[src/rtl/serial_tx.sv]
`timescale 1ns/1ps
module serial_tx #(
  parameter int DW = 8
) (
  input  logic        clk,
  input  logic        rst_n,
  input  logic        bit_tick,
  input  logic        tx_en,
  input  logic        len9,
  input  logic        brk_req,
  input  logic        irq_en,
  input  logic        wr_en,
  input  logic [DW:0] wr_data,
  input  logic        gp_out,
  input  logic        gp_dir,
  output logic        txd,
  output logic        txd_oe,
  output logic        hold_empty,
  output logic        line_done,
  output logic        irq
);
  localparam int FW = DW + 3;
  localparam int CW = $clog2(FW + 1);
  localparam logic [1:0] K_DATA = 2'd0;
  localparam logic [1:0] K_IDLE = 2'd1;
  localparam logic [1:0] K_BRK  = 2'd2;

  logic [FW-1:0] sh;
  logic [CW-1:0] cnt;
  logic [1:0]    kind;
  logic          busy, en_q, pre_pend, pend_v;
  logic [DW:0]   pend_d;
  logic [FW-1:0] dat_frame;

  wire rise   = tx_en & ~en_q;
  wire pre_q  = pre_pend | rise;
  wire last   = busy && (cnt == CW'(1));
  wire slot   = bit_tick && (!busy || last);
  wire gap    = last && (kind == K_BRK) && !brk_req;
  wire go     = slot && tx_en && !gap;
  wire ld_brk = go && brk_req;
  wire ld_pre = go && !brk_req && pre_q;
  wire ld_dat = go && !brk_req && !pre_q && pend_v;
  wire ld     = ld_brk | ld_pre | ld_dat;
  wire [CW-1:0] len = len9 ? CW'(FW) : CW'(FW - 1);

  always_comb begin
    if (len9) dat_frame = {1'b1, pend_d, 1'b0};
    else      dat_frame = {2'b11, pend_d[DW-1:0], 1'b0};
  end

  always_ff @(posedge clk or negedge rst_n) begin
    if (!rst_n) begin
      sh       <= '1;
      cnt      <= '0;
      kind     <= K_IDLE;
      busy     <= 1'b0;
      en_q     <= 1'b0;
      pre_pend <= 1'b0;
      pend_v   <= 1'b0;
      pend_d   <= '0;
    end else begin
      en_q <= tx_en;
      if (ld_pre)    pre_pend <= 1'b0;
      else if (rise) pre_pend <= 1'b1;
      if (wr_en) begin
        pend_v <= 1'b1;
        pend_d <= wr_data;
      end else if (ld_dat) begin
        pend_v <= 1'b0;
      end
      if (ld) begin
        busy <= 1'b1;
        cnt  <= len;
        kind <= ld_brk ? K_BRK : (ld_pre ? K_IDLE : K_DATA);
        sh   <= ld_brk ? '0 : (ld_pre ? '1 : dat_frame);
      end else if (busy && bit_tick) begin
        if (last) busy <= 1'b0;
        cnt <= cnt - CW'(1);
        sh  <= {1'b1, sh[FW-1:1]};
      end
    end
  end

  wire own = tx_en | busy;
  assign txd        = own ? (busy ? sh[0] : 1'b1) : gp_out;
  assign txd_oe     = own | gp_dir;
  assign hold_empty = ~pend_v;
  assign line_done  = !busy && !pend_v && !pre_q && !(brk_req && tx_en);
  assign irq        = hold_empty & irq_en;
endmodule

[config.mk]
export PLATFORM = sky130hd
export DESIGN_NAME = serial_tx
export DESIGN_NICKNAME = d
export VERILOG_FILES = /design/src/rtl/serial_tx.sv
export SDC_FILE = /design/constraint.sdc
export NUM_CORES = 1
export LEC_CHECK = 0
export ABC_AREA = 0
export BUFFER_PORTS_ARGS = -buffer_cell sky130_fd_sc_hd__buf_4
export CAP_MARGIN = 20
export CORE_ASPECT_RATIO = 0.6
export CORE_MARGIN = 1.5
export CORE_UTILIZATION = 50
export DETAILED_ROUTE_END_ITERATION = 6
export PLACE_DENSITY = 0.83
export SYNTH_ARGS = -nofsm -noshare
export SYNTH_HDL_FRONTEND = slang
export SYNTH_SLANG_ARGS = --single-unit
[constraint.sdc]
create_clock -name clk -period 6.65 [get_ports clk]
set_clock_uncertainty 0.2 [all_clocks]
set_input_delay 0.9975 -clock clk [delete_from_list [all_inputs] [get_ports clk]]
set_output_delay 0.9975 -clock clk [all_outputs]
set_load 0.02 [all_outputs]
==> results.py, run 1 <==
metrics = {
    "yosys": {
        "synth_top_area_cell": "dfrtp_1",
        "async_flop_share_pct": 100,
        "synth_top_cells_by_area": "dfrtp_1 30%, dfstp_2 21%, mux2_2 6.9%, o21ai_0 5.4%, nand2_1 3.0%",
        "netlist_instances": 137,
        "syn_nets": 158,
        "yosys.area_share.simple_pct": 14.8,
        "synth_xor_area_share_pct": 1.78,
        "synth.cell_area_mm2": 0.00148,
        "ys_ff_latch": 30,
        "synth_most_common_cell": "dfrtp_1",
        "yosys.area_share.adder_pct": 1.69,
        "synth_cell_types": 37,
        "synth_enable_flop_cells": 0,
        "synth-compound-area-share_pct": 20.2,
        "synth_warnings": 0,
        "yosysSeqAreaShare_pct": 51.8,
        "synthTopCellsByCount": "18 x dfrtp_1, 16 x o21ai_0, 12 x dfstp_2, 12 x nand2_1, 9 x mux2_2",
        "synth_top_area_share_pct": 30.5,
        "muxShareOfSynthArea_pct": 6.86,
        "synthFlopType": "dfrtp_1",
        "synth_top_family_by_area": "compound AO/OA/AOI/OAI gates",
        "synth.avg_cell_area_um2": 10.8,
    },
    "grt": {
        "grt_max_degree": 31,
        "grtUsageTotal_pct": 21.8,
        "gr-usage-met3_pct": 6.92,
        "grt_antenna_before_repair": 0,
        "grt_overflow": 0,
        "busiest_layer": "met2",
        "grt_util_met2_pct": 32.0,
        "grt_pass1_wl_mm": 5.10,
        "use_met1_pct": 31.6,
        "grt_pass1_vias": 1028,
    },
    "sta": {
        "hold_viol": 0,
        "setup_viol": 0,
        "rsz0062_at_grt": "no",
        "min_period_ns": 3.31,
        "slew_headroom_pct": 62.1,
        "tightest_slew_ns": 0.568,
        "fin_crit_sh_pct": 49.8,
        "timing.final.ws_setup_ns": 3.34,
        "slew_viol_final": 0,
        "tns_ns": 0,
        "fmax_mhz": 302,
    },
    "routing": {
        "drtIter0Drc": 86,
        "postRouteAntennaNets": 0,
        "first_pass_iters": 4,
        "num_vias": 1123,
        "viasPerCell": 5.50,
        "detail_route.wirelength_mm": 3.29,
        "routedWlPerCell_um": 16.1,
        "drc": 0,
    },
    "critical_path": {
        "worst_ep_required_time_ns": 5.45,
        "critPathMaxFanout": 6,
        "cpPeakStageDelay_ns": 0.37,
        "crit_chain": "buf_4, nor2b_1, or3_1, a211oi_1, buf_4",
        "slowest_stage": "or3_1",
        "end_kind": "output port",
        "cpMostUsedCell": "buf_4",
        "worst_ep_arrival_time_ns": 2.11,
        "rr_worst_depth": 7,
        "cp-startpoint": "tx_en",
        "startpoint_type": "input port",
        "crit_type": "input port to output port",
        "r2r-start": "cnt[1]$_DFFE_PN0P_",
    },
    "hold_path": {
        "hold_path_depth": 2,
        "min_from": "kind[0]$_DFFE_PN1N_",
        "hold_class": "flip-flop to flip-flop",
    },
    "pwr": {
        "p_per_area_mw_per_mm2": 389,
        "vdd_drop_max_uv": 181,
        "finalPower_uw": 696,
        "p_leak_nw": 0.784,
    },
    "status": {
        "status": "finished, final reports clean",
    },
    "floorplan": {
        "die_x_um": 73.2,
        "ios": 24,
        "core-area_mm2": 0.00283,
        "die_h_um": 45.1,
        "initial_core_util_pct": 52.1,
        "die-area_mm2": 0.00330,
        "placementRows": 15,
    },
    "clock_tree": {
        "ctsHtreeMaxLevel": 2,
        "ctsHoldBuffers": 0,
        "path_clk_slew_ns": 0.07,
        "post_cts_resized": 0,
        "numCtsBuffers": 5,
        "clkSinkCount": 30,
        "cts-root-buf": "clkbuf_8",
        "cts_tree": "built",
        "cts_setup_buffers": 0,
        "clock_latency_ns": 0.28,
        "cts.path.max_buffers": 2,
    },
    "flow_run": {
        "cap_violations": 0,
    },
    "place": {
        "dp.final_hpwl_mm": 2.31,
        "routabilityCongestion": 0.876,
        "port-buffer-count": 23,
        "place_ws_ns": 3.36,
    },
    "layout": {
        "area_growth_syn_to_layout_pct": 21.0,
        "layout.nets": 182,
        "drive_above_1_share_pct": 36.4,
        "antennaDiodeCount": 0,
    },
}
-- worst paths after layout --
path / endpoint / slack, ns
max: line_done / 3.34
min: kind[0]$_DFFE_PN1N_ / 0.28
max reg2reg: sh[9]$_DFFE_PN1P_ / 4.16
min reg2reg: kind[0]$_DFFE_PN1N_ / 0.28
max in group asynchronous: sh[9]$_DFFE_PN1P_ / 5.50
min in group asynchronous: pre_pend$_DFFE_PN0P_ / 0.43
-- metal layers --
layer	share of wire (%)	up-vias	routed length [um]
met3	6.1	4	200
met5	0	-	0
met2	44	34	1460
met4	0.43	0	14
li1	-	531	-
met1	49	554	1620
-- final cells by class --
cell class              count  area (um2)
inverters                   5        18.8
clock buffers               5        68.8
fillers                   240        1050
flip-flops and latches     30         766
multi-input cells          96         669
repair buffers             23         173
well taps                  42        52.6
clock inverters             3        40.0
-- per-stage QoR --
| step | util, % | cells | cell area, um2 | hold WS [ns] |
|---|---|---|---|---|
| finish | 63.1 | 204 | 1790 | 0.278 |
| global route | 63.1 | 204 | 1790 | 0.304 |
| CTS | 63.1 | 204 | 1790 | 0.277 |
| detailed placement | 59.2 | 196 | 1680 | 0.266 |
| global placement | 59.2 | 196 | 1680 | 0.255 |
| floorplan | - | 137 | 1480 | 0.241 |
-- state kept, by name (all words and copies together) (netlist names) --
register / flops
busy: 1
cnt: 4
en_q: 1
kind: 2
pend_d: 9
pend_v: 1
pre_pend: 1
sh: 11
-- critical path, delay by kind of cell --
| kind | cells | cell delay (ns) |
|---|---|---|
| and+or+nand+nor | 2 | 0.54 |
| AOI/OAI and AO/OA | 1 | 0.26 |
| buffers and inverters | 2 | 0.32 |
-- placed cells by master (no fill, tap or decap), drive strengths merged --
master   instances
a2111oi          1
a211oi           1
a21boi           1
a21o             4
a21oi            3
a22o             4
a2bb2oi          5
a31oi            1
and2             8
and3b            1
buf             23
bufinv           1
clkbuf           5
clkinv           2
dfrtp           18
dfstp           12
ha               2
inv              5
mux2             9
nand2           12
nand3            1
nand3b           1
nor2             8
nor2b            2
nor3b            1
nor4             1
o211ai           1
o21a             1
o21ai           17
o31ai            1
o32a             1
or2              2
or3              2
or3b             1
or4              1
xnor2            3
-- power by group --
group          internal (mW)  switching [mW]  leakage, nW
clock network          0.110          0.0725       0.0579
registers              0.268          0.0460        0.329
logic                  0.101          0.0980        0.398
-- logic make-up (layout without fill, tap and decap cells) --
group                    Yosys count  after routing
AO/OA/AOI/OAI                     41             41
AND/OR/NAND/NOR                   41             41
flip-flops                        30             30
buffers and inverters             11             36
multiplexers                       9              9
XOR/XNOR                           3              3
adder cells (fa/ha/maj)            2              2
(Power assumes the default switching activity.)
==> run 2: changes to the inputs <==
==> constraint.sdc (replaced) <==
create_clock -name clk -period 3.1 [get_ports clk]
set_clock_uncertainty 0.2 [all_clocks]
set_input_delay 0.465 -clock clk [delete_from_list [all_inputs] [get_ports clk]]
set_output_delay 0.465 -clock clk [all_outputs]
set_load 0.02 [all_outputs]
==> results.py, run 2 (synthesis gave the netlist of run 1 again) <==
metrics = {
    "status": {
        "status": "finished, final reports clean",
    },
    "grt": {
        "grt_pass1_vias": 1046,
        "grt_pass1_wl_mm": 5.06,
        "grt_antenna_before_repair": 0,
        "grt_overflow": 0,
        "grtUsageTotal_pct": 21.8,
        "grt_max_degree": 31,
    },
    "layout": {
        "top_register": "sh",
        "layout.nets": 183,
        "seq_area_um2": 766,
        "area_growth_syn_to_layout_pct": 20.5,
        "antennaDiodeCount": 0,
        "fillers": 241,
        "drive_above_1_share_pct": 35.6,
        "reg.largest.list": "sh (11), pend_d (9), cnt (4)",
        "final_cell_mix": "23 x buf_4, 18 x dfrtp_1, 16 x o21ai_0",
        "multi_input_area_um2": 669,
        "largest_reg_flops": 11,
        "final_common_cell": "buf_4",
    },
    "routing": {
        "viasPerCell": 5.44,
        "drt-met1-wl_mm": 1.56,
        "drc": 0,
        "met3_length_um": 209,
        "num_vias": 1116,
        "detail_route.wirelength_mm": 3.09,
        "drtIter0Drc": 63,
        "highest_layer": "met4",
        "wl_met2_mm": 1.26,
        "routedWlPerCell_um": 15.0,
        "first_pass_iters": 4,
        "postRouteAntennaNets": 0,
    },
    "critical_path": {
        "slowest_stage": "or3b_4",
        "path_depth": 7,
        "cpPeakStageDelay_ns": 0.42,
        "rr_worst_depth": 7,
        "worst_ep_required_time_ns": 3.09,
        "crit_type": "flip-flop to flip-flop",
        "critPathMaxFanout": 15,
        "end_kind": "flip-flop",
        "crit_chain": "inv_1, ha_1, or3b_4, a21oi_2, o21ai_2, and2_1, o31ai_1",
        "crit_buf_inv": 1,
        "worst_ep_arrival_time_ns": 2.46,
        "crit_family": "compound AO/OA/AOI/OAI gates",
        "startpoint_type": "flip-flop",
    },
    "clock_tree": {
        "cts-root-buf": "clkbuf_8",
        "numCtsBuffers": 5,
        "cts_tree": "built",
        "clock_latency_ns": 0.29,
        "clkSinkCount": 30,
        "cts_setup_buffers": 0,
        "cts.path.max_buffers": 2,
        "post_cts_resized": 0,
        "path_clk_slew_ns": 0.06,
        "ctsHoldBuffers": 1,
        "ctsHtreeMaxLevel": 2,
    },
    "pwr": {
        "p_int_uw": 974,
        "p_per_area_mw_per_mm2": 805,
        "power_frac_seq_pct": 47.6,
        "finalPower_mw": 1.43,
        "p_leak_nw": 0.779,
        "switching_share_pct": 32.0,
        "combPwrFrac_pct": 29.8,
        "vdd_drop_max_uv": 358,
        "p_sw_uw": 459,
        "clock_power_share_pct": 22.6,
    },
    "hold_path": {
        "hold_class": "input port to flip-flop",
        "hold_path_depth": 1,
    },
    "sta": {
        "hold_viol": 0,
        "fmax_mhz": 405,
        "fin_crit_sh_pct": 79.6,
        "min_period_ns": 2.47,
        "rsz0062_at_grt": "no",
        "slew_headroom_pct": 65.3,
        "tns_ns": 0,
        "fin_hold_ws_ns": 0.133,
        "setup_viol": 0,
        "slew_viol_final": 0,
        "timing.final.ws_setup_ns": 0.633,
        "tightest_slew_ns": 0.520,
    },
    "floorplan": {
        "die_h_um": 45.1,
        "placementRows": 15,
        "ios": 24,
        "die_x_um": 73.2,
        "initial_core_util_pct": 52.1,
        "core-area_mm2": 0.00283,
        "die-area_mm2": 0.00330,
    },
    "place": {
        "port-buffer-count": 23,
        "dp.final_hpwl_mm": 2.20,
        "routabilityCongestion": 0.912,
        "place_ws_ns": 0.697,
    },
    "flow_run": {
        "cap_violations": 0,
    },
}
run 2: cell types whose count changed in the layout (fill, tap and decap cells not counted), sizes merged:
cell         before  now
dlygate4sd3       0    1
clkinv            2    1
clkbuf            5    7
bufinv            1    0
run 2: cell type report:
class / instances / area share, %
clock buffers: 7 / 4.85
clock inverters: 1 / 0.281
inverters: 5 / 1.05
multi-input cells: 96 / 37.6
flip-flops and latches: 30 / 43.0
well taps: 42 / 2.95
repair buffers: 24 / 10.3
run 2: metrics by stage:
step	cell area, um2	cells	utilization [%]
after floorplan	1480	137	-
after global placement	1680	196	59.2
final	1780	205	62.8
after detailed placement	1680	196	59.2
after CTS	1780	205	62.8
after global routing	1780	205	62.8
run 2: path summary, 6_finish.rpt:
path | startpoint | end | slack, ns
worst max-delay path | cnt[1]$_DFFE_PN0P_ | sh[9]$_DFFE_PN1P_ | 0.63
worst min-delay path | tx_en | en_q$_DFF_PN0_ | 0.13
worst max register to register | cnt[1]$_DFFE_PN0P_ | sh[9]$_DFFE_PN1P_ | 0.63
worst min register to register | kind[0]$_DFFE_PN1N_ | kind[0]$_DFFE_PN1N_ | 0.28
max in group asynchronous | rst_n | sh[5]$_DFFE_PN1P_ | 1.95
min in group asynchronous | rst_n | pend_d[1]$_DFFE_PN0P_ | 0.44
run 2: metal layers:
layer	GRT usage (%)	up-vias
met2	29.8	38
met4	7.92	0
met3	8.26	8
met5	0	-
li1	-	534
met1	31.5	536
run 2: power groups by stage:
stage               Combinational [mW]  Sequential (mW)  Clock [mW]
floorplan                        0.344            0.637           0
global placement                 0.409            0.673           0
detailed placement               0.423            0.684           0
CTS                              0.428            0.680       0.328
global route                     0.473            0.698       0.349
finish                           0.427            0.683       0.324
==> run 3: changes to the inputs <==
==> constraint.sdc (replaced) <==
create_clock -name clk -period 2.4 [get_ports clk]
set_clock_uncertainty 0.2 [all_clocks]
set_input_delay 0.36 -clock clk [delete_from_list [all_inputs] [get_ports clk]]
set_output_delay 0.36 -clock clk [all_outputs]
set_load 0.02 [all_outputs]
==> results.py, run 3 (synthesis gave the netlist of run 1 again) <==
metrics = {
    "critical_path": {
        "slowest_stage": "a2111oi_4",
        "crit_family": "compound AO/OA/AOI/OAI gates",
        "worst_ep_arrival_time_ns": 2.27,
        "cpPeakStageDelay_ns": 0.48,
        "crit_chain": "inv_1, ha_1, or3b_4, a2111oi_4, and2_4, a21o_1, a22o_1",
        "crit_buf_inv": 1,
        "critPathMaxFanout": 8,
        "worst_ep_required_time_ns": 2.42,
        "startpoint_type": "flip-flop",
        "crit_type": "flip-flop to flip-flop",
        "end_kind": "flip-flop",
    },
    "pwr": {
        "p_per_area_mw_per_mm2": 1050,
        "vdd_drop_max_uv": 541,
        "p_leak_nw": 0.799,
        "finalPower_mw": 1.92,
    },
    "clock_tree": {
        "numCtsBuffers": 5,
        "clock_latency_ns": 0.28,
        "cts.path.max_buffers": 2,
        "cts_tree": "built",
        "cts_setup_buffers": 0,
        "cts-root-buf": "clkbuf_8",
        "clkSinkCount": 30,
        "path_clk_slew_ns": 0.06,
        "ctsHtreeMaxLevel": 2,
    },
    "floorplan": {
        "ios": 24,
        "initial_core_util_pct": 52.1,
        "core-area_mm2": 0.00283,
        "die-area_mm2": 0.00330,
        "placementRows": 15,
        "die_x_um": 73.2,
        "die_h_um": 45.1,
    },
    "grt": {
        "grtUsageTotal_pct": 22.6,
        "grt_overflow": 0,
        "grt_antenna_before_repair": 0,
        "grt_pass1_vias": 1072,
        "grt_pass1_wl_mm": 5.35,
        "grt_max_degree": 31,
    },
    "place": {
        "dpl_cell_area_mm2": 0.00169,
        "place_ws_ns": 0.133,
        "routabilityCongestion": 0.838,
        "port-buffer-count": 23,
        "dp.final_hpwl_mm": 2.28,
        "dp_cells": 198,
    },
    "layout": {
        "area_growth_syn_to_layout_pct": 23.3,
        "antennaDiodeCount": 0,
        "fin_area_mm2": 0.00182,
        "seq_area_um2": 766,
        "drive_above_1_share_pct": 37.0,
        "reg.largest.list": "sh (11), pend_d (9), cnt (4)",
        "top_register": "sh",
        "layout.nets": 185,
        "final_cell_mix": "25 x buf_4, 18 x dfrtp_1, 16 x o21ai_0",
        "final_common_cell": "buf_4",
        "utilization_pct": 64.3,
        "fin_cells": 207,
        "largest_reg_flops": 11,
        "fillers": 222,
        "multi_input_area_um2": 677,
    },
    "routing": {
        "drc": 0,
        "routedWlPerCell_um": 15.6,
        "viasPerCell": 5.42,
        "drtIter0Drc": 79,
        "num_vias": 1122,
        "detail_route.wirelength_mm": 3.23,
        "postRouteAntennaNets": 0,
        "first_pass_iters": 4,
    },
    "sta": {
        "slew_headroom_pct": 68.7,
        "min_period_ns": 2.24,
        "fmax_mhz": 446,
        "hold_viol": 0,
        "tightest_slew_ns": 0.470,
        "rsz0062_at_grt": "no",
        "fin_crit_sh_pct": 93.4,
        "tns_ns": 0,
        "slew_viol_final": 0,
        "setup_viol": 0,
        "timing.final.ws_setup_ns": 0.158,
        "fin_hold_ws_ns": 0.0219,
    },
    "hold_path": {
        "hold_class": "input port to flip-flop",
    },
    "flow_run": {
        "cap_violations": 0,
    },
    "status": {
        "status": "finished, final reports clean",
    },
}
run 3: layout make-up:
type	count	area share, %
Sequential cell	30	42.0
Multi-Input combinational cell	96	37.2
Clock buffer	8	6.04
Inverter	5	1.03
Timing Repair Buffer	26	10.9
Tap cell	42	2.88
run 3: worst paths after layout:
kind	start	end	slack [ns]	depth (start not counted)
max in group asynchronous	rst_n	sh[5]$_DFFE_PN1P_	1.35	2
max	cnt[1]$_DFFE_PN0P_	sh[7]$_DFFE_PN1P_	0.16	7
min	tx_en	en_q$_DFF_PN0_	0.02	1
max reg2reg	cnt[1]$_DFFE_PN0P_	sh[7]$_DFFE_PN1P_	0.16	7
min in group asynchronous	rst_n	pend_d[1]$_DFFE_PN0P_	0.33	2
min reg2reg	sh[9]$_DFFE_PN1P_	sh[9]$_DFFE_PN1P_	0.29	2
run 3: where the power goes:
part	total [mW]	internal, mW	leakage, nW	switching, mW
combinational	0.565	0.289	0.413	0.276
sequential	0.877	0.745	0.329	0.132
clock	0.475	0.289	0.0575	0.186
run 3: what timing repair did:
item | CTS | global route
endpoints found under the hold margin | 18 | 0
setup endpoints to repair | 0 | 3
gates resized for setup | 0 | 1
hold buffers | 1 | 0
run 3: worst register-to-register path: cells and delay by family, from the launching register on:
family | cells | cell delay (ns)
buffers and inverters | 1 | 0.08
adder cells (fa/ha/maj) | 1 | 0.13
AO/OA/AOI/OAI | 3 | 0.70
flip-flops | 1 | 0.39
AND/OR/NAND/NOR | 2 | 0.67
run 3: metal layers:
metal | GRT usage (%) | share of wire (%) | up-vias | wire, um
li1 | - | - | 537 | -
met1 | 32.7 | 48 | 539 | 1560
met2 | 32.2 | 44 | 37 | 1440
met3 | 6.25 | 5.5 | 9 | 178
met4 | 9.06 | 1.6 | 0 | 53
met5 | 0 | 0 | - | 0
